===== src/rtl/fpcsr_pkg.sv =====
package fpcsr_pkg;

  localparam int FLAGS_W = 5;
  localparam int RM_W    = 3;
  localparam int STATE_W = FLAGS_W + RM_W;

  localparam logic [6:0]  OPC_SYSTEM = 7'b1110011;
  localparam logic [11:0] ADDR_FLAGS = 12'h001;
  localparam logic [11:0] ADDR_RM    = 12'h002;
  localparam logic [11:0] ADDR_ALL   = 12'h003;

  typedef enum logic [1:0] {
    OP_NONE  = 2'd0,
    OP_WRITE = 2'd1,
    OP_SET   = 2'd2,
    OP_CLEAR = 2'd3
  } csr_op_e;

  typedef enum logic [1:0] {
    VIEW_FLAGS = 2'd0,
    VIEW_RM    = 2'd1,
    VIEW_ALL   = 2'd2,
    VIEW_BAD   = 2'd3
  } csr_view_e;

  typedef struct packed {
    logic       is_csr;
    csr_op_e    op;
    logic       use_imm;
    logic [4:0] src;
    logic [4:0] rd;
    csr_view_e  view;
  } csr_dec_t;

  // Value of a view, right-aligned, with the upper bits zero.
  function automatic logic [STATE_W-1:0] view_read(csr_view_e v, logic [STATE_W-1:0] st);
    logic [STATE_W-1:0] r;
    unique case (v)
      VIEW_FLAGS: r = {{RM_W{1'b0}}, st[FLAGS_W-1:0]};
      VIEW_RM:    r = {{FLAGS_W{1'b0}}, st[STATE_W-1:FLAGS_W]};
      VIEW_ALL:   r = st;
      default:    r = '0;
    endcase
    return r;
  endfunction

  // Place a right-aligned view value back into the full state word.
  function automatic logic [STATE_W-1:0] view_merge(csr_view_e v, logic [STATE_W-1:0] st,
                                                    logic [STATE_W-1:0] val);
    logic [STATE_W-1:0] r;
    unique case (v)
      VIEW_FLAGS: r = {st[STATE_W-1:FLAGS_W], val[FLAGS_W-1:0]};
      VIEW_RM:    r = {val[RM_W-1:0], st[FLAGS_W-1:0]};
      VIEW_ALL:   r = val;
      default:    r = st;
    endcase
    return r;
  endfunction

  // Read-modify arithmetic of the three instruction kinds.
  function automatic logic [STATE_W-1:0] apply_op(csr_op_e op, logic [STATE_W-1:0] old,
                                                  logic [STATE_W-1:0] mask);
    logic [STATE_W-1:0] r;
    unique case (op)
      OP_WRITE: r = mask;
      OP_SET:   r = old | mask;
      OP_CLEAR: r = old & ~mask;
      default:  r = old;
    endcase
    return r;
  endfunction

endpackage


===== src/rtl/fpcsr_decode.sv =====
module fpcsr_decode
  import fpcsr_pkg::*;
(
  input  logic [31:0] instr,
  output csr_dec_t    dec
);

  logic [11:0] addr;
  logic [2:0]  f3;

  assign addr = instr[31:20];
  assign f3   = instr[14:12];

  always_comb begin
    dec         = '0;
    dec.src     = instr[19:15];
    dec.rd      = instr[11:7];
    dec.use_imm = f3[2];
    unique case (f3[1:0])
      2'b01:   dec.op = OP_WRITE;
      2'b10:   dec.op = OP_SET;
      2'b11:   dec.op = OP_CLEAR;
      default: dec.op = OP_NONE;
    endcase
    dec.is_csr = (instr[6:0] == OPC_SYSTEM) && (dec.op != OP_NONE);
    if (addr == ADDR_FLAGS)      dec.view = VIEW_FLAGS;
    else if (addr == ADDR_RM)    dec.view = VIEW_RM;
    else if (addr == ADDR_ALL)   dec.view = VIEW_ALL;
    else                         dec.view = VIEW_BAD;
  end

endmodule


===== src/rtl/fpcsr_exec.sv =====
module fpcsr_exec
  import fpcsr_pkg::*;
#(
  parameter int XLEN = 64
) (
  input  logic               instr_valid,
  input  csr_dec_t           dec,
  input  logic [XLEN-1:0]    rs1_value,
  input  logic [STATE_W-1:0] state_q,
  output logic [STATE_W-1:0] view_old,
  output logic [STATE_W-1:0] state_wr,
  output logic               write_fire,
  output logic               rd_fire,
  output logic               illegal_fire
);

  logic [XLEN-1:0]    mask_full;
  logic [STATE_W-1:0] view_new;
  logic               legal;
  logic               src_nonzero;
  logic               unused_mask_hi;

  assign legal       = instr_valid && dec.is_csr && (dec.view != VIEW_BAD);
  assign src_nonzero = (dec.src != 5'd0);

  assign mask_full      = dec.use_imm ? {{(XLEN-5){1'b0}}, dec.src} : rs1_value;
  assign unused_mask_hi = ^mask_full[XLEN-1:STATE_W];

  // old value is taken from the register before any update
  assign view_old = view_read(dec.view, state_q);
  assign view_new = apply_op(dec.op, view_old, mask_full[STATE_W-1:0]);
  assign state_wr = view_merge(dec.view, state_q, view_new);

  assign write_fire   = legal && ((dec.op == OP_WRITE) || src_nonzero);
  assign rd_fire      = legal && (dec.rd != 5'd0);
  assign illegal_fire = instr_valid && dec.is_csr && (dec.view == VIEW_BAD);

endmodule


===== src/rtl/fpcsr_state.sv =====
module fpcsr_state
  import fpcsr_pkg::*;
(
  input  logic               clk,
  input  logic               rst_n,
  input  logic               write_fire,
  input  logic [STATE_W-1:0] state_wr,
  input  logic [FLAGS_W-1:0] fpu_flags,
  output logic [STATE_W-1:0] state_q
);

  always_ff @(posedge clk) begin
    if (!rst_n) begin
      state_q <= '0;
    end else if (write_fire) begin
      state_q <= state_wr;
    end else begin
      state_q[FLAGS_W-1:0] <= state_q[FLAGS_W-1:0] | fpu_flags;
    end
  end

endmodule


===== src/rtl/fpcsr_result.sv =====
module fpcsr_result
  import fpcsr_pkg::*;
#(
  parameter int XLEN = 64
) (
  input  logic               clk,
  input  logic               rst_n,
  input  logic               rd_fire,
  input  logic               illegal_fire,
  input  logic [4:0]         rd_in,
  input  logic [STATE_W-1:0] view_old,
  output logic [4:0]         rd_idx,
  output logic [XLEN-1:0]    rd_wdata,
  output logic               rd_we,
  output logic               csr_illegal
);

  localparam int PAD_W = XLEN - STATE_W;

  always_ff @(posedge clk) begin
    if (!rst_n) begin
      rd_we       <= 1'b0;
      csr_illegal <= 1'b0;
      rd_idx      <= '0;
      rd_wdata    <= '0;
    end else begin
      rd_we       <= rd_fire;
      csr_illegal <= illegal_fire;
      if (rd_fire) begin
        rd_idx   <= rd_in;
        rd_wdata <= {{PAD_W{1'b0}}, view_old};
      end
    end
  end

endmodule


===== src/rtl/fpcsr_unit.sv =====
module fpcsr_unit
  import fpcsr_pkg::*;
#(
  parameter int XLEN = 64
) (
  input  logic               clk,
  input  logic               rst_n,
  input  logic               instr_valid,
  input  logic [31:0]        instr,
  input  logic [XLEN-1:0]    rs1_value,
  input  logic [FLAGS_W-1:0] fpu_flags,
  output logic [4:0]         rd_idx,
  output logic [XLEN-1:0]    rd_wdata,
  output logic               rd_we,
  output logic               csr_illegal
);

  csr_dec_t           dec;
  logic [STATE_W-1:0] state_q;
  logic [STATE_W-1:0] state_wr;
  logic [STATE_W-1:0] view_old;
  logic               csr_write_fire;
  logic               rd_fire;
  logic               illegal_fire;

  fpcsr_decode u_dec (
    .instr (instr),
    .dec   (dec)
  );

  fpcsr_exec #(.XLEN(XLEN)) u_exec (
    .instr_valid  (instr_valid),
    .dec          (dec),
    .rs1_value    (rs1_value),
    .state_q      (state_q),
    .view_old     (view_old),
    .state_wr     (state_wr),
    .write_fire   (csr_write_fire),
    .rd_fire      (rd_fire),
    .illegal_fire (illegal_fire)
  );

  fpcsr_state u_state (
    .clk        (clk),
    .rst_n      (rst_n),
    .write_fire (csr_write_fire),
    .state_wr   (state_wr),
    .fpu_flags  (fpu_flags),
    .state_q    (state_q)
  );

  fpcsr_result #(.XLEN(XLEN)) u_res (
    .clk          (clk),
    .rst_n        (rst_n),
    .rd_fire      (rd_fire),
    .illegal_fire (illegal_fire),
    .rd_in        (dec.rd),
    .view_old     (view_old),
    .rd_idx       (rd_idx),
    .rd_wdata     (rd_wdata),
    .rd_we        (rd_we),
    .csr_illegal  (csr_illegal)
  );

endmodule


===== config.mk =====
export PLATFORM = sky130hd
export DESIGN_NAME = fpcsr_unit
export DESIGN_NICKNAME = d
export VERILOG_FILES = /design/src/rtl/fpcsr_pkg.sv /design/src/rtl/fpcsr_decode.sv /design/src/rtl/fpcsr_exec.sv /design/src/rtl/fpcsr_state.sv /design/src/rtl/fpcsr_result.sv /design/src/rtl/fpcsr_unit.sv
export SDC_FILE = /design/constraint.sdc
export NUM_CORES = 1
export LEC_CHECK = 0
export ABC_AREA = 1
export BUFFER_PORTS_ARGS = -buffer_cell sky130_fd_sc_hd__buf_2
export CAP_MARGIN = 30
export CORE_AREA = 2 2 73 127
export CTS_BUF_LIST = sky130_fd_sc_hd__clkbuf_8 sky130_fd_sc_hd__clkbuf_16
export DETAILED_ROUTE_END_ITERATION = 6
export DIE_AREA = 0 0 75 129
export PLACE_DENSITY = 0.56
export SYNTH_ARGS = -nofsm -noshare
export SYNTH_HDL_FRONTEND = slang
export SYNTH_SLANG_ARGS = --single-unit

===== constraint.sdc =====
create_clock -name clk -period 2.6 [get_ports clk]
set_input_delay 0.52 -clock clk [delete_from_list [all_inputs] [get_ports clk]]
set_output_delay 0.52 -clock clk [all_outputs]
set_load 0.02 [all_outputs]

==> Word-level counts from Yosys, hierarchy flattened <==
Cells that the tools add are included.
{ "totals": {"output_inout_bits": 71, "word_cells": 50, "register_bits": 23} }
{ "op_classes": {"n_bitwise": 5, "eq_ne": 16, "reduce_logical": 14, "muxes": 9} }
{ "op_table": {"columns": ["cell", "n"], "rows": [
  ["8-bit one-hot mux with 3 select lines", 3],
  ["12-bit by 2-bit == test with 1-bit output, second input constant", 2],
  ["12-bit by 1-bit == test with 1-bit output, second input constant", 1],
  ["2-bit == test, second input constant", 6],
  ["5-bit nonzero test", 2],
  ["8-bit AND", 1],
  ["8-bit 2-to-1 mux", 1],
  ["8-bit inverter", 1],
  ["8-bit OR", 1],
  ["7-bit == test, second input constant", 1],
  ["2-bit by 1-bit == test with 1-bit output, second input constant", 3],
  ["1-bit logical AND", 6],
  ["2-bit one-hot mux with 3 select lines", 1],
  ["5-bit 2-to-1 mux", 1],
  ["5-bit OR", 1],
  ["2-bit 2-to-1 mux", 2],
  ["2-bit inequality test, second input constant", 2],
  ["2-bit nonzero test", 2],
  ["3-bit by 1-bit inequality test with 1-bit output, second input constant", 1],
  ["3-bit AND reduction", 1],
  ["2-bit logical NOT", 1],
  ["2-bit AND reduction", 1],
  ["1-bit logical OR", 1],
  ["1-bit 2-to-1 mux", 1],
  ["1-bit inverter", 1]
]} }

==> Longest topological paths before layout <==
Gate-level depths: netlist (run 1).
{ "logic_depth": {"ltp_word": 10, "depth_mapped": 15, "depth_no_buf": 14} }

==> Hierarchy <==
A second synthesis (run 1) with hierarchy kept.
{ "hier_totals": {"hier_cells": 362, "hier_area_um2": 2144.6} }
{ "by_module_without_submodules": {"columns": ["mod", "instances", "seq_area_each_um2", "area_per_inst_um2", "cells_each"], "rows": [
  ["fpcsr_result", 1, 300.3, 1028.5, 145],
  ["fpcsr_exec", 1, 0.0, 575.6, 124],
  ["fpcsr_state", 1, 160.2, 344.1, 54],
  ["fpcsr_decode", 1, 0.0, 196.4, 39]
]} }

==> Least setup slack after synthesis (run 1) <==
Ideal clock, no wire load.
{ "synth_timing": {"path_type": "input port to flip-flop", "from": "input instr[27]", "to": "register u_state.state_q[0]", "required_time_ns": 2.528, "t_arrival_ns": 2.111, "setup_ns": 0.072, "cell_stages": 12, "slack_ns": 0.418, "path_cell_list": "nor2_1 nand2_1 nor2_1 nand2_1 inv_1 ha_1 clkbuf_1 or2_2 nand4_1 nor2_2 nand2_1 a21oi_1"} }
{ "synth_via": {"elab_chain_len": 10, "elab_cells_between_ends": 21, "cone_classes": "eq/ne (8); mux (7); bitwise (2); reduce/logical (4)"} }
{ "synth_lines": {"columns": ["element", "line", "source"], "rows": [
  ["start, declared", "fpcsr_unit.sv:9", "input logic [31:0] instr,"],
  ["12-bit by 2-bit == test with 1-bit output", "fpcsr_decode.sv:28", "else if (addr == ADDR_ALL) dec.view = VIEW_ALL;"],
  ["1-bit 2-to-1 mux", "fpcsr_decode.sv:28", null],
  ["2-bit 2-to-1 mux", "fpcsr_decode.sv:27", "else if (addr == ADDR_RM) dec.view = VIEW_RM;"],
  ["2-bit 2-to-1 mux *", "fpcsr_decode.sv:26", "if (addr == ADDR_FLAGS) dec.view = VIEW_FLAGS;"],
  ["2-bit == test (tied with other cells)", "fpcsr_pkg.sv:38, fpcsr_pkg.sv:51", null],
  ["8-bit one-hot mux with 3 select lines", "fpcsr_pkg.sv:38", "unique case (v)"],
  ["8-bit AND or 8-bit OR (tied branches)", "fpcsr_pkg.sv:67, fpcsr_pkg.sv:66", null],
  ["8-bit one-hot mux with 3 select lines", "fpcsr_pkg.sv:64", "unique case (op)"],
  ["8-bit one-hot mux with 3 select lines", "fpcsr_pkg.sv:51", "unique case (v)"],
  ["5-bit 2-to-1 mux", "fpcsr_state.sv:15", "end else if (write_fire) begin"],
  ["end signal, assigned", "fpcsr_state.sv:16", "state_q <= state_wr;"],
  ["end signal, assigned by index", "fpcsr_state.sv:18", "state_q[FLAGS_W-1:0] <= state_q[FLAGS_W-1:0] | fpu_flags;"],
  ["end, declared", "fpcsr_state.sv:9", "output logic [STATE_W-1:0] state_q"]
]} }
Every way passes the cells marked *; elsewhere a longest branch is shown, timed or not. The select of a mux whose other input is x is not followed.
A chain may end at the register's enable or synchronous reset.

==> Final worst setup path (run 1) <==
{ "layout_timing": {"from": "input instr[25]", "to": "register u_state.state_q[6]"} }
{ "layout_via": {"elab_chain_len": 9, "elab_cells_between_ends": 20, "cone_classes": "eq/ne (6); mux (6); bitwise (3); reduce/logical (5)"} }
{ "layout_lines": {"columns": ["element", "line"], "rows": [
  ["12-bit by 2-bit == test with 1-bit output", "fpcsr_decode.sv:28"],
  ["1-bit 2-to-1 mux", "fpcsr_decode.sv:28"],
  ["2-bit 2-to-1 mux", "fpcsr_decode.sv:27"],
  ["2-bit 2-to-1 mux *", "fpcsr_decode.sv:26"],
  ["2-bit == test (tied with other cells)", "fpcsr_pkg.sv:38, fpcsr_pkg.sv:51"],
  ["8-bit one-hot mux with 3 select lines", "fpcsr_pkg.sv:38"],
  ["8-bit AND or 8-bit OR (tied branches)", "fpcsr_pkg.sv:67, fpcsr_pkg.sv:66"],
  ["8-bit one-hot mux with 3 select lines", "fpcsr_pkg.sv:64"],
  ["8-bit one-hot mux with 3 select lines", "fpcsr_pkg.sv:51"]
]} }
Marked as above.

==> impl_metrics.yaml, run 1 <==
global_route:
  grt_max_degree: 16
  grt_overflow: 0
  grt_pass1_vias: 1785
  grt_pass1_wl_microns: 7820
  grt_usage: 0.106
  antenna_found_initial: 0
cts:
  cts.sinks: 23
  cts_setup_buffers: 0
  ctsLongestPathBuffers: 2
  numCtsBuffers: 3
  insertion_delay_ps: 260
  clkTransAtPathRegs_ps: 60
  cts_hold_buf: 0
  cts_max_level: 1
  cts_resized: 0
  clock-root-buffer: "clkbuf_16"
  tritoncts: "done"
cells_and_area:
  regArea_sq_um: 460
  final_cell_mix: "81 x nand2_1, 62 x buf_2, 56 x conb_1, 41 x nor2_1, 33 x inv_1"
  diodes: 0
  layout.nets: 492
  instances_no_fill: 500
  nFillCells: 996
  final_common_cell: "nand2_1"
  syn2layout_area_growth_pct: 15.7
  fin_util: 0.271
  drive_gt1_frac: 0.227
  multiInputGateArea_sq_um: 1170
min_path:
  hold-path-cell-count: 2
  hold_class: "reg2reg"
worst_setup_path:
  worstSetupPathType: "in2reg"
  worstPathRequired_ps: 2760
  crit_fanout: 9
  r2r_cells: 8
  crit_arrival_ps: 2360
  endpoint: "u_state.state_q[6]$_SDFFE_PN0P_"
  r2r_start: "u_state.state_q[1]$_SDFFE_PN0P_"
  r2r-end: "u_state.state_q[6]$_SDFFE_PN0P_"
  worstSetupStartpointType: "primary input"
  setup.worst_path.start: "instr[25]"
  worst_setup_path_end_kind: "flop"
  r2r_slack_ps: 1480
timing:
  slew_viol_final: 0
  skew_ps: 0.462
  setup_viol: 0
  min_period_ps: 2200
  final.setup.tns_ps: 0
  rsz0062_at_grt: "no"
  fmax_mhz: 454
  holdWs_ps: 470
  finalCritPeriodShare: 0.846
  hold_viol_final: 0
drt:
  vias: 1893
  wl_per_cell_microns: 9.83
  postRouteAntennaNets: 0
  drtIter0Drc: 37
  remaining_drc_errors: 0
  drt-pass1-iter-count: 4
  vias_per_cell: 3.79
  drt-total-wl_microns: 4920
yosys:
  synth_area_leaders: "dfxtp_1 23%, buf_4 21%, nand2_1 15%"
  yosysSeqAreaShare: 0.229
  synth_top_cell_by_area: "dfxtp_1"
  synthesis.area_sq_um: 2010
  yosysWarnings: 0
  synth.distinct_cells: 27
  synth_top_area_share: 0.229
  synth.avg_cell_area_sq_um: 6.31
  synth-seq-cells: 23
  syn_inst: 319
place:
  gp_congestion: 0.846
  port-buffer-count: 62
  dpl.hpwl_microns: 4230
  place_inst: 496
pwr:
  powerDensity_nw_per_um2: 385
  power_leakage_uw: 0.00134
  peakVddDrop_v: 0.000202
die:
  row_count: 45
  io-pin-count: 175
  coreArea_sq_um: 8610
  dieWidth_microns: 75
  initial_core_util: 0.234
  fp.dieH_microns: 129
  dieArea_sq_um: 9680
job:
  max-cap-violations: 0
run_status:
  status: "complete, no violations"
==> metal layers <==
metal	track usage	up-vias	part of all wire
met5	0	-	0
met4	0.0630	0	0.027
met3	0.00548	5	0.067
met2	0.212	87	0.55
met1	0.0998	801	0.35
li1	-	1000	-
==> logic make-up (layout without fill, tap and decap cells) <==
| group | count (synthesis) | count (layout) | share of synthesized area |
|---|---|---|---|
| adder cells (fa/ha/maj) | 4 | 4 | 0.0248 |
| flip-flops | 23 | 23 | 0.229 |
| AND/OR/NAND/NOR | 163 | 163 | 0.367 |
| buffers and inverters | 95 | 104 | 0.293 |
| other | 1 | 56 | 0.00186 |
| AO/OA/AOI/OAI | 33 | 33 | 0.0845 |
==> per-stage QoR <==
step	power (uW)	cell area [sq um]	worst slack, ps
2_1_floorplan	572	2220	418
3_5_place_dp	562	2250	103
3_3_place_gp	560	2250	130
5_1_grt	943	2330	160
6_report	898	2330	399
4_1_cts	902	2330	384
==> area by class of cell <==
type	instances	share of cell area
timing repair buffer	66	0.146
clock inverter	1	0.00161
tap	117	0.0628
inverter	34	0.0580
sequential	23	0.198
multi-input combinational	256	0.502
clock buffer	3	0.0322
==> registers in the layout (all words and copies together) (netlist names) <==
name	count
u_res.csr_illegal	1
u_res.rd_idx	5
u_state.state_q	8
u_res.rd_we	1
u_res.rd_wdata	8
==> how the worst min path moves through the flow <==
stage               slack [ps]                            start                              to
CTS                        470     u_res.rd_idx[1]$_SDFFE_PN0P_    u_res.rd_idx[1]$_SDFFE_PN0P_
finish                     470     u_res.rd_idx[1]$_SDFFE_PN0P_    u_res.rd_idx[1]$_SDFFE_PN0P_
global route               510     u_res.rd_idx[1]$_SDFFE_PN0P_    u_res.rd_idx[1]$_SDFFE_PN0P_
global placement           450     u_res.rd_idx[1]$_SDFFE_PN0P_    u_res.rd_idx[1]$_SDFFE_PN0P_
floorplan                  470  u_state.state_q[6]$_SDFFE_PN0P_  u_res.rd_wdata[6]$_SDFFE_PN0P_
detailed placement         460     u_res.rd_idx[1]$_SDFFE_PN0P_    u_res.rd_idx[1]$_SDFFE_PN0P_
==> Yosys cell counts <==
library cell	instances
nand3_4	2
ha_1	4
nor2_2	3
nand3_1	14
buf_4	56
a22oi_1	1
inv_1	32
dfxtp_1	23
conb_1	1
a21oi_1	13
o21a_1	1
nor3_1	3
nand2_8	1
nor2_1	41
nand2_2	2
o21ai_1	1
or2_2	7
buf_2	1
o21ai_0	17
nor2b_1	1
buf_6	2
clkbuf_1	2
inv_8	1
clkinv_1	1
nor2_4	2
nand2_1	81
nand4_1	6
==> power by group <==
| part | switching [uW] | internal [uW] | total (uW) |
|---|---|---|---|
| combinational | 137 | 53.0 | 190 |
| clock | 138 | 206 | 344 |
| sequential | 6.18 | 358 | 365 |
==> critical path, stage by stage <==
cell     delay, ps
buf_2           90
nor2_1         100
nand2_1         50
nor2_1         180
nand4_1        220
ha_1           360
o21ai_0        230
nand2_1        140
nand3_1        100
nand3_1        120
nand2_1         80
inv_1           40
nor2_1          80
nor2_1          40
Power figures use the tool's default switching activity.
==> inputs of run 2 (changes only) <==
- PLACE_DENSITY: 0.56 -> 0.58
- clock period: 2.6 -> 1.85 ns (I/O delays scaled with it)
==> impl_metrics.yaml, run 2 (synthesized netlist as in run 1, its figures left out) <==
cts:
  tritoncts: "done"
  insertion_delay_ps: 260
  clock-root-buffer: "clkbuf_16"
  clkTransAtPathRegs_ps: 60
  ctsLongestPathBuffers: 2
  numCtsBuffers: 3
  cts.sinks: 23
  cts_max_level: 1
  cts_hold_buf: 0
global_route:
  grt_max_degree: 16
  antenna_found_initial: 0
  grt_pass1_wl_microns: 7640
  grt_overflow: 0
  grt_pass1_vias: 1673
  grt_usage: 0.103
cells_and_area:
  nFillCells: 971
  drive_gt1_frac: 0.321
  reg_top3: "u_res.rd_wdata: 8 flops, u_state.state_q: 8 flops, u_res.rd_idx: 5 flops"
  final_common_cell: "nand2_1"
  fin_util: 0.304
  syn2layout_area_growth_pct: 30.0
  fin_area_sq_um: 2620
  diodes: 0
  final_cell_mix: "76 x nand2_1, 58 x buf_2, 56 x conb_1, 35 x nor2_1, 29 x inv_1"
  instances_no_fill: 516
  multiInputGateArea_sq_um: 1290
  regArea_sq_um: 460
  layout.nets: 508
drt:
  drtIter0Drc: 62
  vias_per_cell: 3.79
  postRouteAntennaNets: 0
  drt-total-wl_microns: 5070
  vias: 1955
  remaining_drc_errors: 0
  wl_per_cell_microns: 9.83
  drt-pass1-iter-count: 4
worst_setup_path:
  cp_slowest_stage_delay_ps: 220
  r2r_slack_ps: 800
  r2r_cells: 8
  r2r_start: "u_state.state_q[0]$_SDFFE_PN0P_"
  setup.worst_path.start: "instr[29]"
  worstSetupStartpointType: "primary input"
  worstSetupPathType: "in2reg"
  crit_chain: "buf_2 > nor2_1 > nand2_1 > nor2_4 > nand4_1 > inv_2 > ha_4 > inv_2 > or2_4 > nand4_1 > nor2_4 > nand2_1 > a21oi_1"
  slowest_stage: "ha_4"
  worstPathRequired_ps: 2040
  crit_arrival_ps: 2010
  endpoint: "u_state.state_q[4]$_SDFFE_PN0P_"
  worst_setup_path_end_kind: "flop"
  crit_fanout: 5
  r2r-end: "u_state.state_q[5]$_SDFFE_PN0P_"
place:
  port-buffer-count: 62
  dpl.hpwl_microns: 4250
  placed_cell_area_sq_um: 2380
  place_inst: 511
  gp_congestion: 0.837
timing:
  holdWs_ps: 347
  setup_viol: 0
  min_period_ps: 1820
  skew_ps: 1.32
  fmax_mhz: 550
  hold_viol_final: 0
  slew_viol_final: 0
  rsz0062_at_grt: "yes"
  finalCritPeriodShare: 0.983
  final.setup.tns_ps: 0
die:
  initial_core_util: 0.234
  coreArea_sq_um: 8610
  io-pin-count: 175
  row_count: 45
  dieArea_sq_um: 9680
  fp.dieH_microns: 129
  dieWidth_microns: 75
min_path:
  hold_class: "in2reg"
  min-delay-start: "instr[7]"
job:
  max-cap-violations: 0
pwr:
  power_leakage_uw: 0.00146
  powerDensity_nw_per_um2: 486
  peakVddDrop_v: 0.000286
run_status:
  status: "complete, no violations"
==> run 2: how the worst min path moves through the flow <==
stage	to	slack, ps	cells past startpoint
final	u_res.rd_idx[0]$_SDFFE_PN0P_	350	3
after global routing	u_res.rd_idx[4]$_SDFFE_PN0P_	380	3
after CTS	u_res.rd_idx[0]$_SDFFE_PN0P_	350	3
after detailed placement	u_res.rd_wdata[0]$_SDFFE_PN0P_	470	2
after global placement	u_res.rd_idx[1]$_SDFFE_PN0P_	450	2
after floorplan	u_res.rd_wdata[6]$_SDFFE_PN0P_	470	2
==> run 2: final cells by class <==
cell class / count / share of cell area
clock buffer: 3 / 0.0287
clock inverter: 1 / 0.00143
inverter: 34 / 0.0516
multi-input combinational: 256 / 0.494
sequential: 23 / 0.176
tap: 117 / 0.0559
timing repair buffer: 82 / 0.193
==> run 2: metal layers <==
layer | wire length, microns | track usage | up-vias
met5 | 0 | 0 | -
met4 | 110 | 0.0536 | 0
met3 | 370 | 0.00783 | 6
met2 | 2760 | 0.190 | 91
met1 | 1840 | 0.111 | 821
li1 | - | - | 1037
==> run 2: timing repair <==
| item | CTS | global route |
|---|---|---|
| pin swaps | 5 | 24 |
| endpoints found under the setup margin | 5 | 20 |
| resized for setup | 3 | 39 |
| buffers inserted | 0 | 1 |
==> run 2: worst max-delay path: cells and delay by family <==
kind,cells,cell delay [ps]
simple gates,8,960
buf+inv,3,300
fa+ha+maj,1,220
compound gates,1,140
==> run 2: through the flow <==
step                      setup slack (ps)  power (uW)
final                                 30.6        1270
after global routing                  -118        1330
after global placement                -274         790
after floorplan                      -1.57         805
after detailed placement              -328         792
after CTS                             3.35        1270
==> run 2: where the power goes <==
group	internal (uW)	switching (uW)
logic	84.5	199
clock network	289	186
registers	504	9.18
total	878	394
